File: src/rtl/irq_seq_pkg.sv
package irq_seq_pkg;

  // Request slots in priority order: a lower index wins.
  localparam int NREQ    = 7;
  localparam int RQ_DIV  = 0;
  localparam int RQ_SW   = 1;
  localparam int RQ_BRK  = 2;
  localparam int RQ_OVF  = 3;
  localparam int RQ_NMI  = 4;
  localparam int RQ_EXT  = 5;
  localparam int RQ_STEP = 6;

  // Fixed interrupt types of the internal sources.
  localparam int TY_DIV  = 0;
  localparam int TY_STEP = 1;
  localparam int TY_NMI  = 2;
  localparam int TY_BRK  = 3;
  localparam int TY_OVF  = 4;

  typedef enum logic [2:0] {
    ST_IDLE,
    ST_ACK1,
    ST_ACK2,
    ST_VALID,
    ST_WAIT
  } seq_state_e;

  // Fixed type of a slot. The software and maskable slots carry their own
  // type, so they return 0 here.
  function automatic int fixed_code(int idx);
    case (idx)
      RQ_DIV:  return TY_DIV;
      RQ_BRK:  return TY_BRK;
      RQ_OVF:  return TY_OVF;
      RQ_NMI:  return TY_NMI;
      RQ_STEP: return TY_STEP;
      default: return 0;
    endcase
  endfunction

endpackage

File: src/rtl/irq_pending.sv
module irq_pending
  import irq_seq_pkg::*;
#(
  parameter int TYPE_W = 8
) (
  input  logic              clk,
  input  logic              rst,
  input  logic              exc_div,
  input  logic              exc_step,
  input  logic              exc_brk,
  input  logic              exc_ovf,
  input  logic              nmi_in,
  input  logic              sw_stb,
  input  logic [TYPE_W-1:0] sw_type,
  input  logic [NREQ-1:0]   clr,
  output logic [NREQ-1:0]   pend,
  output logic [TYPE_W-1:0] sw_type_q
);

  logic            nmi_q;
  logic [NREQ-1:0] set_v;

  // Edge detector for the non-maskable line.
  always_ff @(posedge clk) begin
    if (rst) nmi_q <= 1'b0;
    else     nmi_q <= nmi_in;
  end

  always_comb begin
    set_v          = '0;
    set_v[RQ_DIV]  = exc_div;
    set_v[RQ_SW]   = sw_stb;
    set_v[RQ_BRK]  = exc_brk;
    set_v[RQ_OVF]  = exc_ovf;
    set_v[RQ_NMI]  = nmi_in & ~nmi_q;
    set_v[RQ_EXT]  = 1'b0;          // the maskable level is never held here
    set_v[RQ_STEP] = exc_step;
  end

  // One sticky flag per slot. A new set wins over a clear in the same cycle.
  for (genvar i = 0; i < NREQ; i++) begin : g_slot
    logic flag_q;
    always_ff @(posedge clk) begin
      if (rst)           flag_q <= 1'b0;
      else if (set_v[i]) flag_q <= 1'b1;
      else if (clr[i])   flag_q <= 1'b0;
    end
    assign pend[i] = flag_q;
  end

  // The software type is captured only when its slot is free, or is being
  // freed in this cycle.
  always_ff @(posedge clk) begin
    if (rst)
      sw_type_q <= '0;
    else if (sw_stb && (!pend[RQ_SW] || clr[RQ_SW]))
      sw_type_q <= sw_type;
  end

  // a held non-maskable request stays until it is granted.
  p_nmi_hold_r6: assert property (@(posedge clk) disable iff (rst)
    (pend[RQ_NMI] && !clr[RQ_NMI]) |=> pend[RQ_NMI]);

  // the non-maskable flag only rises after the line was seen high.
  p_nmi_edge_r6: assert property (@(posedge clk) disable iff (rst)
    $rose(pend[RQ_NMI]) |-> $past(nmi_in));

  // a repeated strobe must not overwrite a pending software type.
  p_sw_keep_r12: assert property (@(posedge clk) disable iff (rst)
    (pend[RQ_SW] && !clr[RQ_SW]) |=> $stable(sw_type_q));

endmodule

File: src/rtl/irq_arbiter.sv
module irq_arbiter
  import irq_seq_pkg::*;
#(
  parameter int TYPE_W = 8
) (
  input  logic [NREQ-1:0]   pend,
  input  logic              ext_ok,
  input  logic [TYPE_W-1:0] sw_type_q,
  output logic [NREQ-1:0]   grant,
  output logic [TYPE_W-1:0] win_type
);

  logic [NREQ-1:0] req;

  always_comb begin
    req         = pend;
    req[RQ_EXT] = ext_ok;
  end

  // The lowest set bit is the winner.
  assign grant = req & (~req + 1'b1);

  always_comb begin
    win_type = '0;
    for (int i = 0; i < NREQ; i++) begin
      if (grant[i]) begin
        if (i == RQ_SW) win_type = sw_type_q;
        else            win_type = TYPE_W'(fixed_code(i));
      end
    end
  end

endmodule

File: src/rtl/irq_seq_fsm.sv
module irq_seq_fsm
  import irq_seq_pkg::*;
#(
  parameter int TYPE_W           = 8,
  parameter int ENTRY_BYTES_LOG2 = 2,
  localparam int ADDR_W          = TYPE_W + ENTRY_BYTES_LOG2
) (
  input  logic              clk,
  input  logic              rst,
  input  logic [NREQ-1:0]   grant,
  input  logic [TYPE_W-1:0] win_type,
  input  logic [TYPE_W-1:0] bus_data,
  input  logic              core_done,
  output logic [NREQ-1:0]   clr,
  output logic              ack_o,
  output logic              vec_valid,
  output logic [TYPE_W-1:0] vec_type,
  output logic [ADDR_W-1:0] vec_addr
);

  seq_state_e state;

  // Pending flags are cleared only when a grant is taken.
  assign clr = (state == ST_IDLE) ? grant : '0;

  always_ff @(posedge clk) begin
    if (rst) begin
      state     <= ST_IDLE;
      ack_o     <= 1'b0;
      vec_valid <= 1'b0;
      vec_type  <= '0;
      vec_addr  <= '0;
    end else begin
      vec_valid <= 1'b0;
      case (state)
        ST_IDLE: begin
          if (grant[RQ_EXT]) begin
            state <= ST_ACK1;
            ack_o <= 1'b1;
          end else if (|grant) begin
            state     <= ST_VALID;
            vec_valid <= 1'b1;
            vec_type  <= win_type;
            vec_addr  <= {win_type, {ENTRY_BYTES_LOG2{1'b0}}};
          end
        end
        ST_ACK1: state <= ST_ACK2;    // first cycle only signals acceptance
        ST_ACK2: begin
          ack_o     <= 1'b0;
          vec_valid <= 1'b1;
          vec_type  <= bus_data;
          vec_addr  <= {bus_data, {ENTRY_BYTES_LOG2{1'b0}}};
          state     <= ST_VALID;
        end
        ST_VALID: state <= ST_WAIT;
        ST_WAIT:  if (core_done) state <= ST_IDLE;
        default:  state <= ST_IDLE;
      endcase
    end
  end

  // the valid pulse is one cycle long.
  p_valid_pulse_r9: assert property (@(posedge clk) disable iff (rst)
    vec_valid |=> !vec_valid);

  // the acknowledge lasts at least two cycles.
  p_ack_two_r8: assert property (@(posedge clk) disable iff (rst)
    $rose(ack_o) |=> ack_o);

  // the acknowledge ends after two cycles, and valid follows at once.
  p_ack_end_r8: assert property (@(posedge clk) disable iff (rst)
    (ack_o && $past(ack_o)) |=> (!ack_o && vec_valid));

  // the address is the type scaled to the entry size.
  p_addr_r4: assert property (@(posedge clk) disable iff (rst)
    vec_valid |-> (vec_addr[ENTRY_BYTES_LOG2-1:0] == '0 &&
                   vec_addr[ADDR_W-1:ENTRY_BYTES_LOG2] == vec_type));

endmodule

File: src/rtl/irq_vector_seq.sv
module irq_vector_seq
  import irq_seq_pkg::*;
#(
  parameter int TYPE_W           = 8,
  parameter int ENTRY_BYTES_LOG2 = 2,
  localparam int ADDR_W          = TYPE_W + ENTRY_BYTES_LOG2
) (
  input  logic              clk,
  input  logic              rst,
  input  logic              nmi_in,
  input  logic              ext_req,
  input  logic              int_en,
  input  logic              insn_bound,
  input  logic              exc_div,
  input  logic              exc_step,
  input  logic              exc_brk,
  input  logic              exc_ovf,
  input  logic              sw_stb,
  input  logic [TYPE_W-1:0] sw_type,
  input  logic [TYPE_W-1:0] bus_data,
  input  logic              core_done,
  output logic              ack_o,
  output logic              vec_valid,
  output logic [TYPE_W-1:0] vec_type,
  output logic [ADDR_W-1:0] vec_addr
);

  logic [NREQ-1:0]   pend;
  logic [NREQ-1:0]   grant;
  logic [NREQ-1:0]   clr;
  logic [TYPE_W-1:0] sw_type_q;
  logic [TYPE_W-1:0] win_type;
  logic              ext_ok;

  // The maskable level only counts at a boundary while it is enabled.
  assign ext_ok = ext_req & int_en & insn_bound;

  irq_pending #(.TYPE_W(TYPE_W)) u_pend (
    .clk       (clk),
    .rst       (rst),
    .exc_div   (exc_div),
    .exc_step  (exc_step),
    .exc_brk   (exc_brk),
    .exc_ovf   (exc_ovf),
    .nmi_in    (nmi_in),
    .sw_stb    (sw_stb),
    .sw_type   (sw_type),
    .clr       (clr),
    .pend      (pend),
    .sw_type_q (sw_type_q)
  );

  irq_arbiter #(.TYPE_W(TYPE_W)) u_arb (
    .pend      (pend),
    .ext_ok    (ext_ok),
    .sw_type_q (sw_type_q),
    .grant     (grant),
    .win_type  (win_type)
  );

  irq_seq_fsm #(
    .TYPE_W           (TYPE_W),
    .ENTRY_BYTES_LOG2 (ENTRY_BYTES_LOG2)
  ) u_fsm (
    .clk       (clk),
    .rst       (rst),
    .grant     (grant),
    .win_type  (win_type),
    .bus_data  (bus_data),
    .core_done (core_done),
    .clr       (clr),
    .ack_o     (ack_o),
    .vec_valid (vec_valid),
    .vec_type  (vec_type),
    .vec_addr  (vec_addr)
  );

  // an acknowledge starts only after an enabled request at a boundary.
  p_ext_gate_r7: assert property (@(posedge clk) disable iff (rst)
    $rose(ack_o) |-> $past(ext_req && int_en && insn_bound));

  // the first cycle after reset shows nothing.
  p_reset_quiet_r1: assert property (@(posedge clk)
    $past(rst) |-> (!vec_valid && !ack_o));

endmodule

File: config.mk
export PLATFORM = sky130hd
export DESIGN_NAME = irq_vector_seq
export DESIGN_NICKNAME = d
export VERILOG_FILES = /design/src/rtl/irq_seq_pkg.sv /design/src/rtl/irq_pending.sv /design/src/rtl/irq_arbiter.sv /design/src/rtl/irq_seq_fsm.sv /design/src/rtl/irq_vector_seq.sv
export SDC_FILE = /design/constraint.sdc
export NUM_CORES = 1
export LEC_CHECK = 0
export ABC_CLOCK_PERIOD_IN_PS = 2300
export BUFFER_PORTS_ARGS = -buffer_cell sky130_fd_sc_hd__buf_4
export CAP_MARGIN = 20
export CORE_MARGIN = 5
export CORE_UTILIZATION = 30
export CTS_BUF_LIST = sky130_fd_sc_hd__clkbuf_4
export CTS_CLUSTER_DIAMETER = 120
export DETAILED_ROUTE_END_ITERATION = 7
export MAX_ROUTING_LAYER = met4
export SKIP_CTS_REPAIR_TIMING = 1
export SYNTH_ARGS = -nofsm -noshare
export SYNTH_HDL_FRONTEND = slang
export SYNTH_SLANG_ARGS = --single-unit
File: constraint.sdc
create_clock -name clk -period 2.3 [get_ports clk]
set_input_delay 0.115 -clock clk [delete_from_list [all_inputs] [get_ports clk]]
set_output_delay 0.115 -clock clk [all_outputs]
set_load 0.02 [all_outputs]
**Yosys cells after proc, flatten, opt, wreduce, memory -nomap -nowiden**

Cells that the tools add are included.

- Register bits after elaboration: 38
- Word-level logic and storage cells: 77

- Add/subtract/negate cells: 1
- Eq/ne operators: 9
- Multiplexer cells: 33
- Bitwise logic cells: 6
- Reductions and logical operators: 15

Operators by type and width:

| kind | count |
|---|---|
| $mux W8 | 7 |
| $mux W10 | 2 |
| $pmux W10 S2 | 1 |
| $pmux W8 S2 | 1 |
| $mux W1 | 15 |
| $pmux W3 S5 | 1 |
| $reduce_bool A2 Y1 | 7 |
| $mux W3 | 3 |
| $add A7 B1 Y7 const B | 1 |
| $and A7 B7 Y7 | 1 |
| $mux W7 | 1 |
| $not A7 Y7 | 1 |
| $reduce_or A7 Y1 | 1 |
| $eq A3 B2 Y1 const B | 2 |
| $ne A2 B2 Y1 const B | 3 |
| $pmux W1 S2 | 2 |
| $reduce_and A2 Y1 | 2 |
| $and A1 B1 Y1 | 3 |
| $eq A3 B1 Y1 const B | 1 |
| $eq A3 B3 Y1 const B | 1 |
| $logic_not A3 Y1 | 1 |
| $ne A3 B2 Y1 const B | 1 |
| $reduce_and A3 Y1 | 1 |
| $ne A2 B1 Y1 const B | 1 |
| other kinds (4) | 4 |

**Longest topological paths before layout**

- Depth in word-level cells: 13
- Depth in mapped cells: 6
- Depth with buffers taken out: 4

**Cells and area by module**

A second synthesis with hierarchy kept.

- Cell total of the unflattened synthesis: 177
- Area total of the unflattened synthesis: 1630.3 µm²

Modules (own cells, without submodules):

| module | times used | cells an instance | area each (µm²) | seq. area each (µm²) |
|---|---|---|---|---|
| irq_seq_fsm | 1 | 86 | 817.0 | 260.2 |
| irq_pending | 1 | 70 | 654.4 | 300.3 |
| irq_arbiter | 1 | 20 | 152.6 | 0.0 |
| irq_vector_seq | 1 | 1 | 6.3 | 0.0 |

**Worst setup path before layout**

OpenSTA, ideal clock, no wires.

- Path kind: register to register
- Start: register u_fsm.state[2]
- End: register u_pend.g_slot[2].flag_q
- Library setup time: 128 ps
- Data arrival time: 1273 ps
- Setup slack: 900 ps
- Stages on the path, launching flop included: 6
- Buffers on the path: 1
- Clock period less this slack: 1400 ps
- Cells stage by stage: dfxtp_1 > buf_2 > or3_1 > or3_1 > a21oi_1 > nor2_1

- Longest elaborated chain between the ends: 3

RTL lines:

| item | RTL line | RTL |
|---|---|---|
| start, declared | irq_seq_fsm.sv:21 | `seq_state_e state;` |
| start signal, assigned | irq_seq_fsm.sv:28 | `state <= ST_IDLE;` |
| start signal, assigned | irq_seq_fsm.sv:38 | `state <= ST_ACK1;` |
| start signal, assigned | irq_seq_fsm.sv:41 | `state <= ST_VALID;` |
| $logic_not A3 Y1 | irq_seq_fsm.sv:24 | `assign clr = (state == ST_IDLE) ? grant : '0;` |
| $mux W7 | irq_seq_fsm.sv:24 |  |
| $reduce_bool A2 Y1 (no line) | n/a |  |
| end signal, assigned | irq_pending.sv:44 | `if (rst) flag_q <= 1'b0;` |
| end signal, assigned | irq_pending.sv:45 | `else if (set_v[i]) flag_q <= 1'b1;` |
| end signal, assigned | irq_pending.sv:46 | `else if (clr[i]) flag_q <= 1'b0;` |
| end, declared | irq_pending.sv:42 | `logic flag_q;` |

No other way between the ends.
A chain may end at the register's enable or synchronous reset.

**Worst setup path in the final report**

- Start: register u_fsm.state[1]
- End: register u_fsm.vec_addr[3]

- Longest elaborated chain between the ends: 3
- Elaborated cells between the ends (all ways): 7
- Those cells by class: eq/ne (3); mux (1); reduce/logical (3)

RTL lines:

| item | RTL line | RTL |
|---|---|---|
| $logic_not A3 Y1 or $eq A3 B2 Y1 (tied branches) | irq_seq_fsm.sv:35 | `case (state)` |
| $ne A2 B2 Y1 (no line) or $reduce_bool A2 Y1 (tied branches) | n/a |  |
| $reduce_and A3 Y1 (no line) | n/a |  |
| end signal, assigned | irq_seq_fsm.sv:44 | `vec_addr <= {win_type, {ENTRY_BYTES_LOG2{1'b0}}};` |
| end signal, assigned | irq_seq_fsm.sv:52 | `vec_addr <= {bus_data, {ENTRY_BYTES_LOG2{1'b0}}};` |
| end, declared | irq_seq_fsm.sv:18 | `output logic [ADDR_W-1:0] vec_addr` |

Several ways; a longest one is shown, not always the timed one.

==> qor.yml <==
power_and_ir_drop:
  powerDensity_nw_per_um2: 670
  clkPwrFrac_pct: 17.8
  p_seq_share_pct: 51.6
  p_leak_uw: 0.000691
  p_int_uw: 757
  p_sw_share_pct: 33.4
  p_comb_share_pct: 30.7
  p_sw_uw: 380
  peakVddDrop_v: 0.000331
placement:
  dpl.cell_count: 229
  gp_congestion: 0.830
  hpwl_microns: 2330
  io_buffer_count: 45
synth:
  ys_seq_elements: 28
  syn_area_sq_um: 1350
  ys_types: 34
  synth-seq-area-share_pct: 41.4
  ys_top_cells_by_area: "dfxtp_1 (41%), a21oi_1 (8.9%), a211oi_2 (6.5%), buf_4 (5.6%), nand3_1 (3.7%)"
  synth_cells: 150
  synth.avg_cell_area_sq_um: 9.02
  yosysWarnings: 0
  synth.top_cell.area_share_pct: 41.4
  synth_largest_area_cell: "dfxtp_1"
setup_path:
  start_kind: "register"
  crit_arrival_ps: 1900
  worstSetupPathType: "register to register"
  worst-path-buf-inv: 0
  path_cells: "nor3b_1 -> nor2_1 -> a22oi_1 -> a211oi_2"
  end_kind: "register"
  critPathTopFamily: "flip-flops"
  critPathRequiredTime_ps: 2520
  crit_path_max_incr_delay_ps: 700
  cp_max_fo: 15
  critical_path.slowest_cell: "dfxtp_1"
timing:
  hold_violations: 1
  post-route-min-period_ps: 1680
  setup_tns_ps: 0
  relSlewSlack_pct: 55.1
  report.final.slew_viol_count: 0
  period_share_pct: 73.0
  holdWs_ps: -13.3
  rsz0062_at_grt: "no"
  clock_skew_ps: 2.94
  worst_pin_slew_ps: 672
  finalSetupViolCount: 0
  fmax_mhz: 596
grt:
  antenna_found_initial: 0
  first_global_vias: 1070
  grt-ovfl-total: 0
  grt_pass1_wl_microns: 5050
  grt_max_degree: 29
  grt_usage_pct: 10.5
final_layout:
  post-route-util_pct: 39.0
  nets: 213
  area_growth_pct: 25.5
  layout_common_cells: "buf_4 (46), dfxtp_1 (28), a21oi_1 (24)"
  final_common_cell: "buf_4"
  num_antenna_cells: 0
  drive_above_1_share_pct: 33.7
  stdcell_count: 236
clocking:
  cts_tree: "yes"
  clock_path_buffers: 2
  clk_latency_ps: 320
  cts_buffers: 3
  clk_pin_slew_ps: 140
  cts_max_level: 1
  cts_sinks: 28
  cts_root_buffer: "clkbuf_4"
drt:
  routedWlPerCell_microns: 12.9
  vias: 1156
  drtIter0Drc: 81
  drc: 0
  first_pass_iters: 4
  wl_microns: 3060
  post_drt_via_cell_ratio: 4.90
  drtAntennaViolNets: 0
min_path:
  hold_path_class: "primary input to register"
floorplan:
  start_util_pct: 31.1
  die_y_microns: 77.1
  die_area_sq_um: 5950
  die_w_microns: 77.1
  num_io_pins: 48
  core_area_sq_um: 4350
  rows: 24
run_status:
  violations: "negative hold slack"
  outcome: "complete, but fails checks"
run:
  cap_violations: 0
==> worst min-delay path, delay by kind of cell <==
kind,cells,cell delay (ps)
AND/OR/NAND/NOR,1,60
buffers and inverters,1,80
AO/OA/AOI/OAI,1,30
==> synth_stat cells <==
cell       number
dfxtp_1        28
a21oi_1        24
nor2_1         12
nand2_1        11
buf_4          10
nand3_1        10
a211oi_2        7
a32oi_1         5
buf_2           4
clkbuf_1        4
nand2b_1        3
nor2b_1         3
or3_1           3
a22oi_1         2
a41oi_1         2
inv_1           2
nor3_1          2
nor3_4          2
a2111oi_0       1
a22o_1          1
a311oi_1        1
and2_4          1
and2b_1         1
and3_1          1
buf_1           1
buf_6           1
conb_1          1
nand2_4         1
nand4_1         1
nor3b_1         1
o211ai_4        1
o21ai_0         1
o311ai_0        1
o41ai_4         1
==> stage by stage <==
stage / area [sq um] / worst slack (ps) / power, uW
CTS: 1670 / 627 / 1150
floorplan: 1360 / 900 / 845
global route: 1700 / 411 / 1210
finish: 1700 / 621 / 1140
detailed placement: 1640 / 664 / 946
global placement: 1640 / 682 / 944
==> final timing paths <==
kind | from | endpoint | slack (ps) | cells past startpoint
worst min register to register | u_pend.sw_type_q[0] | u_pend.sw_type_q[0] | 470 | 2
worst max-delay path | u_fsm.state[1] | u_fsm.vec_addr[3] | 620 | 4
worst max register to register | u_fsm.state[1] | u_fsm.vec_addr[3] | 620 | 4
worst min-delay path | exc_div | u_pend.g_slot[0].flag_q | -10 | 3
==> power by group through the flow <==
| stage | Combinational (uW) | Clock, uW | Sequential [uW] |
|---|---|---|---|
| 6_report | 349 | 202 | 587 |
| 5_1_grt | 381 | 231 | 596 |
| 4_1_cts | 348 | 215 | 588 |
| 3_5_place_dp | 347 | 0 | 598 |
| 3_3_place_gp | 346 | 0 | 598 |
| 2_1_floorplan | 242 | 0 | 602 |
==> flip-flops by register name (all words and copies together) (netlist names) <==
name / count
u_fsm.ack_o: 1
u_fsm.state: 3
u_fsm.vec_addr: 8
u_fsm.vec_valid: 1
u_pend.g_slot.flag_q: 6
u_pend.nmi_q: 1
u_pend.sw_type_q: 8
==> layout make-up <==
class | count | area [sq um]
clock buffers | 3 | 22.5
clock inverters | 1 | 3.75
fillers | 436 | 2660
inverters | 2 | 7.51
multi-input cells | 101 | 663
flip-flops and latches | 28 | 561
well taps | 52 | 65.1
repair buffers | 49 | 375
==> per-layer routing <==
layer	GRT usage, %	share of wire [%]
met5	-	0
met4	1.03	0.49
met3	3.98	8.6
met2	14.3	43
met1	15.2	48
==> logic make-up (layout without fill, tap and decap cells) <==
| logic type | Yosys count | count (layout) | synth area share, % |
|---|---|---|---|
| other | 1 | 2 | 0.277 |
| DFF | 28 | 28 | 41.4 |
| buffers and inverters | 22 | 55 | 9.81 |
| AOI/OAI and AO/OA | 47 | 47 | 27.6 |
| and+or+nand+nor | 52 | 52 | 20.9 |
(Power assumes the default switching activity.)
